**src/rtl/acc_pkg.sv**
```systemverilog
package acc_pkg;

    localparam int unsigned OPC_W = 4;

    typedef logic [OPC_W-1:0] opc_t;

    localparam opc_t OPC_HALT  = 4'h0;
    localparam opc_t OPC_LOAD  = 4'h1;
    localparam opc_t OPC_STORE = 4'h2;
    localparam opc_t OPC_ADD   = 4'h5;

    typedef enum logic [2:0] {
        K_HALT,
        K_LOAD,
        K_ADD,
        K_STORE,
        K_NOP
    } kind_e;

    typedef enum logic [3:0] {
        ST_F_ADDR,
        ST_F_READ,
        ST_F_CAPT,
        ST_X_DEC,
        ST_X_READ,
        ST_X_CAPT,
        ST_X_ACC,
        ST_X_WRITE,
        ST_HALT
    } step_e;

    typedef struct packed {
        logic mar_pc;
        logic mar_opnd;
        logic pc_inc;
        logic mbr_mem;
        logic mbr_acc;
        logic ir_load;
        logic acc_load;
        logic acc_add;
        logic mem_rd;
        logic mem_wr;
    } ctl_t;

    function automatic kind_e decode_kind(input opc_t op);
        case (op)
            OPC_HALT:  return K_HALT;
            OPC_LOAD:  return K_LOAD;
            OPC_ADD:   return K_ADD;
            OPC_STORE: return K_STORE;
            default:   return K_NOP;
        endcase
    endfunction

    function automatic logic in_fetch(input step_e s);
        return (s == ST_F_ADDR) || (s == ST_F_READ) || (s == ST_F_CAPT);
    endfunction

endpackage

```
**src/rtl/acc_seq.sv**
```systemverilog
module acc_seq
    import acc_pkg::*;
(
    input  logic clk,
    input  logic rst,
    input  opc_t mbr_op,
    input  opc_t ir_op,
    output ctl_t ctl,
    output logic phase_exec,
    output logic halted
);

    step_e state;
    step_e state_nx;

    always_ff @(posedge clk) begin
        if (rst) state <= ST_F_ADDR;
        else     state <= state_nx;
    end

    always_comb begin
        ctl      = '0;
        state_nx = state;
        unique case (state)
            ST_F_ADDR: begin
                ctl.mar_pc = 1'b1;
                state_nx   = ST_F_READ;
            end
            ST_F_READ: begin
                ctl.mem_rd = 1'b1;
                ctl.pc_inc = 1'b1;
                state_nx   = ST_F_CAPT;
            end
            ST_F_CAPT: begin
                ctl.mbr_mem = 1'b1;
                state_nx    = ST_X_DEC;
            end
            ST_X_DEC: begin
                ctl.ir_load  = 1'b1;
                ctl.mar_opnd = 1'b1;
                unique case (decode_kind(mbr_op))
                    K_HALT:  state_nx = ST_HALT;
                    K_LOAD,
                    K_ADD:   state_nx = ST_X_READ;
                    K_STORE: begin
                        ctl.mbr_acc = 1'b1;
                        state_nx    = ST_X_WRITE;
                    end
                    default: state_nx = ST_F_ADDR;
                endcase
            end
            ST_X_READ: begin
                ctl.mem_rd = 1'b1;
                state_nx   = ST_X_CAPT;
            end
            ST_X_CAPT: begin
                ctl.mbr_mem = 1'b1;
                state_nx    = ST_X_ACC;
            end
            ST_X_ACC: begin
                if (decode_kind(ir_op) == K_ADD) ctl.acc_add  = 1'b1;
                else                             ctl.acc_load = 1'b1;
                state_nx = ST_F_ADDR;
            end
            ST_X_WRITE: begin
                ctl.mem_wr = 1'b1;
                state_nx   = ST_F_ADDR;
            end
            ST_HALT:  state_nx = ST_HALT;
            default:  state_nx = ST_F_ADDR;
        endcase
    end

    assign phase_exec = !in_fetch(state);
    assign halted     = (state == ST_HALT);

    assert_halt_quiet_R7: assert property (@(posedge clk) disable iff (rst)
        halted |-> !ctl.mem_rd && !ctl.mem_wr);

    assert_halt_sticky_R7: assert property (@(posedge clk) disable iff (rst)
        halted |=> halted);

    assert_read_capture_R9: assert property (@(posedge clk) disable iff (rst)
        ctl.mem_rd |=> ctl.mbr_mem);

    assert_fetch_read_R10: assert property (@(posedge clk) disable iff (rst)
        ctl.mar_pc |=> ctl.mem_rd && !phase_exec);

endmodule

```
**src/rtl/acc_dp.sv**
```systemverilog
module acc_dp
    import acc_pkg::*;
#(
    parameter int unsigned DATA_W = 16,
    parameter int unsigned ADDR_W = 12,
    parameter logic [ADDR_W-1:0] RESET_PC = 12'h300
) (
    input  logic              clk,
    input  logic              rst,
    input  ctl_t              ctl,
    input  logic [DATA_W-1:0] mem_rdata,
    output logic [ADDR_W-1:0] mem_addr,
    output logic [DATA_W-1:0] mem_wdata,
    output opc_t              mbr_op,
    output opc_t              ir_op
);

    logic [ADDR_W-1:0] pc;
    logic [ADDR_W-1:0] mar;
    logic [DATA_W-1:0] mbr;
    logic [DATA_W-1:0] ir;
    logic [DATA_W-1:0] acc;

    always_ff @(posedge clk) begin
        if (rst) begin
            pc  <= RESET_PC;
            mar <= '0;
            mbr <= '0;
            ir  <= '0;
            acc <= '0;
        end else begin
            if (ctl.pc_inc)        pc  <= pc + ADDR_W'(1);
            if (ctl.mar_pc)        mar <= pc;
            else if (ctl.mar_opnd) mar <= mbr[ADDR_W-1:0];
            if (ctl.mbr_mem)       mbr <= mem_rdata;
            else if (ctl.mbr_acc)  mbr <= acc;
            if (ctl.ir_load)       ir  <= mbr;
            if (ctl.acc_load)      acc <= mbr;
            else if (ctl.acc_add)  acc <= acc + mbr;
        end
    end

    assign mem_addr  = mar;
    assign mem_wdata = mbr;
    assign mbr_op    = mbr[DATA_W-1 -: OPC_W];
    assign ir_op     = ir[DATA_W-1 -: OPC_W];

    assert_pc_step_R2: assert property (@(posedge clk) disable iff (rst)
        ctl.pc_inc |=> pc == $past(pc) + ADDR_W'(1));

    assert_pc_hold_R2: assert property (@(posedge clk) disable iff (rst)
        !ctl.pc_inc |=> $stable(pc));

    assert_ir_from_mbr_R2: assert property (@(posedge clk) disable iff (rst)
        ctl.ir_load |=> ir == $past(mbr));

    assert_acc_load_R4: assert property (@(posedge clk) disable iff (rst)
        ctl.acc_load |=> acc == $past(mbr));

    assert_acc_sum_R5: assert property (@(posedge clk) disable iff (rst)
        ctl.acc_add |=> acc == $past(acc) + $past(mbr));

    assert_store_data_R6: assert property (@(posedge clk) disable iff (rst)
        ctl.mem_wr |-> mem_wdata == acc);

endmodule

```
**src/rtl/acc_core_top.sv**
```systemverilog
module acc_core_top
    import acc_pkg::*;
#(
    parameter int unsigned DATA_W = 16,
    parameter logic [DATA_W-OPC_W-1:0] RESET_PC = 12'h300
) (
    input  logic                      clk,
    input  logic                      rst,
    output logic [DATA_W-OPC_W-1:0]   mem_addr,
    output logic [DATA_W-1:0]         mem_wdata,
    input  logic [DATA_W-1:0]         mem_rdata,
    output logic                      mem_rd,
    output logic                      mem_wr,
    output logic                      phase_exec,
    output logic                      halted
);

    localparam int unsigned ADDR_W = DATA_W - OPC_W;

    ctl_t ctl;
    opc_t mbr_op;
    opc_t ir_op;

    acc_seq u_seq (
        .clk        (clk),
        .rst        (rst),
        .mbr_op     (mbr_op),
        .ir_op      (ir_op),
        .ctl        (ctl),
        .phase_exec (phase_exec),
        .halted     (halted)
    );

    acc_dp #(
        .DATA_W   (DATA_W),
        .ADDR_W   (ADDR_W),
        .RESET_PC (RESET_PC)
    ) u_dp (
        .clk       (clk),
        .rst       (rst),
        .ctl       (ctl),
        .mem_rdata (mem_rdata),
        .mem_addr  (mem_addr),
        .mem_wdata (mem_wdata),
        .mbr_op    (mbr_op),
        .ir_op     (ir_op)
    );

    assign mem_rd = ctl.mem_rd;
    assign mem_wr = ctl.mem_wr;

    assert_strobe_excl_R9: assert property (@(posedge clk) disable iff (rst)
        !(mem_rd && mem_wr));

endmodule

```
**config.mk**
```make
export PLATFORM = sky130hd
export DESIGN_NAME = acc_core_top
export DESIGN_NICKNAME = d
export VERILOG_FILES = /design/src/rtl/acc_pkg.sv /design/src/rtl/acc_seq.sv /design/src/rtl/acc_dp.sv /design/src/rtl/acc_core_top.sv
export SDC_FILE = /design/constraint.sdc
export NUM_CORES = 1
export LEC_CHECK = 0
export BUFFER_PORTS_ARGS = -buffer_cell sky130_fd_sc_hd__buf_2
export CORE_MARGIN = 4
export CORE_UTILIZATION = 60
export CTS_CLUSTER_DIAMETER = 200
export CTS_CLUSTER_SIZE = 24
export DETAILED_ROUTE_END_ITERATION = 12
export PLACE_DENSITY = 0.83
export SKIP_LAST_GASP = 1
export SLEW_MARGIN = 40
export SYNTH_ARGS = -nofsm -noshare
export SYNTH_HDL_FRONTEND = slang
export SYNTH_SLANG_ARGS = --single-unit
```
**constraint.sdc**
```tcl
create_clock -name clk -period 5.9 [get_ports clk]
set_clock_uncertainty 0.15 [all_clocks]
set_input_delay 0.295 -clock clk [delete_from_list [all_inputs] [get_ports clk]]
set_output_delay 0.295 -clock clk [all_outputs]
set_load 0.005 [all_outputs]
```
**Word level (Yosys, flattened, before mapping)**

Cells that the tools add are included.

- Bits in registers: 76
- Logic and storage cells: 62

- Add/sub/neg operators: 2
- Equal/unequal tests: 18
- Mux-type cells: 23
- Reductions and logical operators: 13

Operators by type and width:

| kind | number |
|---|---|
| 2-to-1 mux 16 bit | 4 |
| case mux 4 bit (7 select lines) | 1 |
| == test 4 x 3 -> 1 bit (second input constant) | 6 |
| 2-to-1 mux 12 bit | 2 |
| case mux 3 bit (4 select lines) | 2 |
| adder 16 bit | 1 |
| == test 4 x 2 -> 1 bit (second input constant) | 4 |
| adder 12 x 1 -> 12 bit (second input constant) | 1 |
| == test 4 x 1 -> 1 bit (second input constant) | 3 |
| zero test 4 bit | 3 |
| case mux 4 bit (3 select lines) | 1 |
| == test 3 x 2 -> 1 bit (second input constant) | 3 |
| 2-to-1 mux 1 bit | 9 |
| 2-to-1 mux 3 bit | 2 |
| nonzero test 2 bit | 3 |
| OR reduction 2 bit | 3 |
| == test 4 bit (second input constant) | 1 |
| 2-to-1 mux 2 bit | 2 |
| == test 3 x 1 -> 1 bit (second input constant) | 1 |
| zero test 3 bit | 1 |
| logical OR 1 bit | 2 |
| zero test 1 bit | 1 |

**Longest topological paths before layout**

- Depth in word-level cells: 8
- Mapped depth: 9

**Hierarchy**

Synthesis repeated with hierarchy kept, for this count alone.

- Cell total of the unflattened synthesis: 455
- Area, all modules: 3823.7 um2

Modules (own cells, without submodules):

| module | times used | cells an instance | area each (um2) | sequential area each (um2) |
|---|---|---|---|---|
| acc_dp | 1 | 413 | 3448.3 | 1201.2 |
| acc_seq | 1 | 42 | 375.4 | 80.1 |

**Worst setup path after synthesis**

No wires, ideal clock.

- Path kind: flip-flop to flip-flop
- Start point: reg u_dp.mbr[0] (netlist: u_dp.mem_wdata[0])
- End point: reg u_dp.acc[10]
- Library setup time: 118 ps
- Arrival time: 1881 ps
- Required time: 5632 ps
- Slack: 3752 ps
- Cell stages (with the launch flop): 10
- Path buffers: 0
- Clock period less this slack: 2148 ps
- Cell sequence: dfxtp_1 -> ha_1 -> inv_1 -> fa_1 -> nor2b_1 -> o31a_1 -> o21bai_1 -> a211o_1 -> o211ai_1 -> nor2_1

- Cells in the longest elaborated chain, start to end: 3

Ends and longest elaborated chain:

| item | RTL line | RTL |
|---|---|---|
| start: declaration | acc_dp.sv:20 | `logic [DATA_W-1:0] mbr;` |
| start signal: assignment | acc_dp.sv:35 | `if (ctl.mbr_mem) mbr <= mem_rdata;` |
| adder 16 bit | acc_dp.sv:39 | `else if (ctl.acc_add) acc <= acc + mbr;` |
| 2-to-1 mux 16 bit | acc_dp.sv:39 |  |
| 2-to-1 mux 16 bit | acc_dp.sv:38 | `if (ctl.acc_load) acc <= mbr;` |
| end signal: assignment | acc_dp.sv:38 |  |
| end signal: assignment | acc_dp.sv:39 |  |
| end: declaration | acc_dp.sv:22 | `logic [DATA_W-1:0] acc;` |

No other way between the ends. The select of a mux whose other input is x is not followed.
A chain may end at the register's enable or synchronous reset.

**Final worst setup path**

- Start point: reg u_seq.state[2]
- End point: reg u_dp.mbr[9] (netlist: u_dp.mem_wdata[9])

- Cells in the longest elaborated chain, start to end: 4

Ends and longest elaborated chain:

| item | RTL line | RTL |
|---|---|---|
| start: declaration | acc_seq.sv:13 | `step_e state;` |
| start signal: assignment | acc_seq.sv:18 | `else state <= state_nx;` |
| == test 4 x 3 -> 1 bit / == test 4 x 2 -> 1 bit (equally long branches) | acc_seq.sv:24 | `unique case (state)` |
| OR reduction 2 bit (no source line) | - |  |
| 2-to-1 mux 1 bit | acc_seq.sv:24 |  |
| 2-to-1 mux 16 bit / nonzero test 2 bit (equally long branches) | - |  |

Parallel ways exist; a longest one is shown, timed or not.

==> key figures <==
Logic synthesis
  – Post-synth cell types: just under 60
  – Synth Instances: about 460
  – Post-synth EDFFs: 0
  – Cell taking the most area after synthesis: dfxtp_1
  – Yosys Warn Count: 0
  – Post-Synthesis Net Count: between 400 and 500
  – FFs w/ async S/R, synth: 0
  – Post-synth top flop: dfxtp_1
  – Register area share after synthesis: 0.347
  – Avg Cell Area, Syn: ~8.1 um2
  – Synth Register Bits: 64
  – Cell Area, Synth: ~3700 um2
  – Synth top area cells: dfxtp_1 35%, nand2_1 8.3%, nor2_1 6.1%
  – Top cell type's share of synthesized area: 0.347

Run status
  – Status: finished clean

STA
  – Final Hold Viols: 0
  – RSZ-0062 raised after global routing: no
  – Max-slew headroom: 0.471
  – Slew @ Worst Pin: 0.791 ns
  – Maximum clock frequency: roughly 370 MHz
  – Setup TNS: 0 ns
  – Final setup viols: 0
  – Ratio of final minimum period to clock period: 0.456
  – Slew Limit Fails: 0
  – Clock period minus worst slack: ~2.7 ns

Die
  – Die width: between 80 and 90 um
  – # IOs: 50
  – Starting Density: 0.620
  – Rows: 28
  – Die area: approximately 7500 um2
  – Die Ht: around 86 um
  – CORE AREA: slightly below 6000 um2

Power and ir drop
  – Int Power: a little over 0.7 mW
  – Power share of the combinational group: 0.141
  – Switching part of the total power: 0.286
  – Cell leakage power: ~1.6 nW
  – P per Cell Area: between 200 and 250 nW/um2
  – Peak VDD IR: around 170 uV
  – Sw Pwr: 0.289 mW
  – Clock power frac: 0.376
  – Tot Pwr: just over 1 mW
  – Sequential Power Share: 0.483

Route
  – 1st-iter DRT viols: 243
  – Post-DR wirelength/cell: about 17 um
  – Via density per instance: around 6.1
  – Via count: around 3.5k
  – Final wirelength: 9490 um
  – DR DRC count: 0
  – Detail Route Antenna Nets: 0
  – First-pass DRT Iterations: 4

Place
  – DP HPWL: around 6600 um
  – IO buf count: 49
  – Routability cong.: about 0.91

GRT
  – First-pass GRT wire length: roughly 16000 um
  – Initial antenna violation count: 0
  – Largest net degree at the start of global routing: 61
  – Remaining global-route overflow: 0
  – GRT Total Usage: 0.267
  – Vias in the first global route: about 3.4k

Critical path
  – Startpoint types: flop
  – Worst Path Buf+Inv: 0
  – Worst Path Max Fanout: 18
  – Max incr delay on CP: ~0.6 ns
  – Crit Path Class: flop to flop
  – Critical path's slowest cell: and2_1
  – Family with the most delay on the worst path: simple AND/OR/NAND/NOR gates
  – Endpoint type of the worst setup path: flop
  – Crit path cell chain: nor2_2 > nand3_2 > nor4_4 > and2_1 > nand2_1 > a311oi_2
  – CP arrival: about 2.8 ns
  – Critical Path RT: about 6.0 ns

Flow run
  – Max cap viols: 0

Clock network
  – H-Tree Depth: 3
  – CTS tree: yes
  – Setup bufs post-CTS: 0
  – Hold-fix buffer count after cts: 0
  – Reg clk slew, reported paths: 0.07 ns
  – Clock tree buffer depth: 2
  – Clock tree sinks: 64
  – CTS root buffer: clkbuf_8
  – Worst-skew pair later-pin latency: 0.35 ns
  – Post-CTS Resized: 0
  – CTS buffer count: 9

Layout
  – Filler Cells Inserted: 487
  – NumNets Final: 524
  – Synth-to-layout area growth: 11.2%
  – Share of layout cells above drive strength 1: 0.188
  – Number of diodes: 0

Min path
  – Hold Path Class: primary input to flop
[final timing paths]
kind	startpoint	endpoint	slack (ns)	cells after the start
worst min-delay path	mem_rdata[13]	u_dp.mem_wdata[13]	0.05	3
worst min register to register	u_dp.ir[12]	u_dp.ir[12]	0.32	2
worst max register to register	u_seq.state[2]	u_dp.mem_wdata[9]	3.21	6
worst max-delay path	u_seq.state[2]	u_dp.mem_wdata[9]	3.21	6
[area by class of cell]
class | instances | area, um2 | share of cell area
Clock inverter | 5 | 56.3 | 0.0137
Inverter | 8 | 30.0 | 0.00731
Timing Repair Buffer | 51 | 260 | 0.0634
Multi-Input combinational cell | 355 | 2240 | 0.546
Sequential cell | 64 | 1280 | 0.312
Clock buffer | 11 | 141 | 0.0344
Tap cell | 75 | 93.8 | 0.0229
[power by group through the flow]
| stage | combinational [mW] | clock [mW] | sequential (mW) |
|---|---|---|---|
| finish | 0.143 | 0.381 | 0.490 |
| global route | 0.160 | 0.401 | 0.494 |
| detailed placement | 0.141 | 0 | 0.498 |
| CTS | 0.143 | 0.381 | 0.489 |
| global placement | 0.137 | 0 | 0.497 |
| floorplan | 0.103 | 0 | 0.487 |
[Yosys cell counts (all sizes together), types with 7 or more instances]
master   n
buf     12
ha      16
nor3     8
nand2   82
clkbuf  19
a311oi  24
o21ai   20
nor2    62
a31oi    7
dfxtp   64
a211oi  12
xor2     8
nand3    9
inv      8
xnor2   11
a21oi   29
[per-layer routing]
metal / up-vias / GRT usage / routed length (um)
met1: 1621 / 0.341 / 4160
met3: 18 / 0.0542 / 528
met2: 106 / 0.444 / 4600
met4: 0 / 0.0977 / 199
li1: 1709 / - / -
met5: - / 0 / 0
[worst reg2reg max path: stages (launching register included)]
cell      delay (ns)
dfxtp_1         0.46
nor2_2          0.24
nand3_2         0.37
nor4_4          0.35
and2_1          0.60
nand2_1         0.18
a311oi_2        0.27
[through the flow]
step | worst slack (ns) | util | area [um2] | std cells | hold slack, ns
after floorplan | 3.75 | - | 3690 | 458 | 0.281
after detailed placement | 3.29 | 0.656 | 3910 | 553 | 0.302
final | 3.21 | 0.689 | 4110 | 569 | 0.0546
after global placement | 3.39 | 0.655 | 3900 | 553 | 0.289
after global routing | 2.98 | 0.689 | 4110 | 569 | 0.0461
after CTS | 3.26 | 0.689 | 4110 | 569 | 0.0463
[kinds of logic (layout without fill, tap and decap cells)]
| group | count (synthesis) | in the layout | share of synthesized area |
|---|---|---|---|
| AO/OA/AOI/OAI | 119 | 119 | 0.232 |
| flip-flops | 64 | 64 | 0.347 |
| buffers and inverters | 39 | 75 | 0.0491 |
| AND/OR/NAND/NOR | 196 | 196 | 0.257 |
| multiplexers | 4 | 4 | 0.0108 |
| XOR/XNOR | 19 | 19 | 0.0451 |
| adder cells (fa/ha/maj) | 17 | 17 | 0.0596 |
[sequential cells by signal, indices dropped and copies added (netlist names)]
| register | cells |
|---|---|
| u_dp.mem_addr | 12 |
| u_dp.acc | 16 |
| u_dp.ir | 4 |
| u_seq.state | 4 |
| u_dp.mem_wdata | 16 |
| u_dp.pc | 12 |
[cells in the final DEF, fill, tap and decap left out, types with 4 or more instances in the layout]
| cell | count |
|---|---|
| nand3_1 | 6 |
| a211oi_1 | 11 |
| o21ai_0 | 17 |
| a21o_1 | 4 |
| o22ai_1 | 6 |
| inv_1 | 8 |
| a21oi_1 | 29 |
| a311oi_2 | 8 |
| xnor2_1 | 11 |
| ha_1 | 16 |
| a311oi_1 | 16 |
| a31oi_1 | 7 |
| mux2i_1 | 4 |
| xor2_1 | 8 |
| or2_2 | 5 |
| clkbuf_8 | 10 |
| nor3_1 | 6 |
| nor3b_1 | 4 |
| dfxtp_1 | 64 |
| buf_2 | 49 |
| nor2_1 | 60 |
| nand2_1 | 82 |
(Power assumes the default switching activity.)
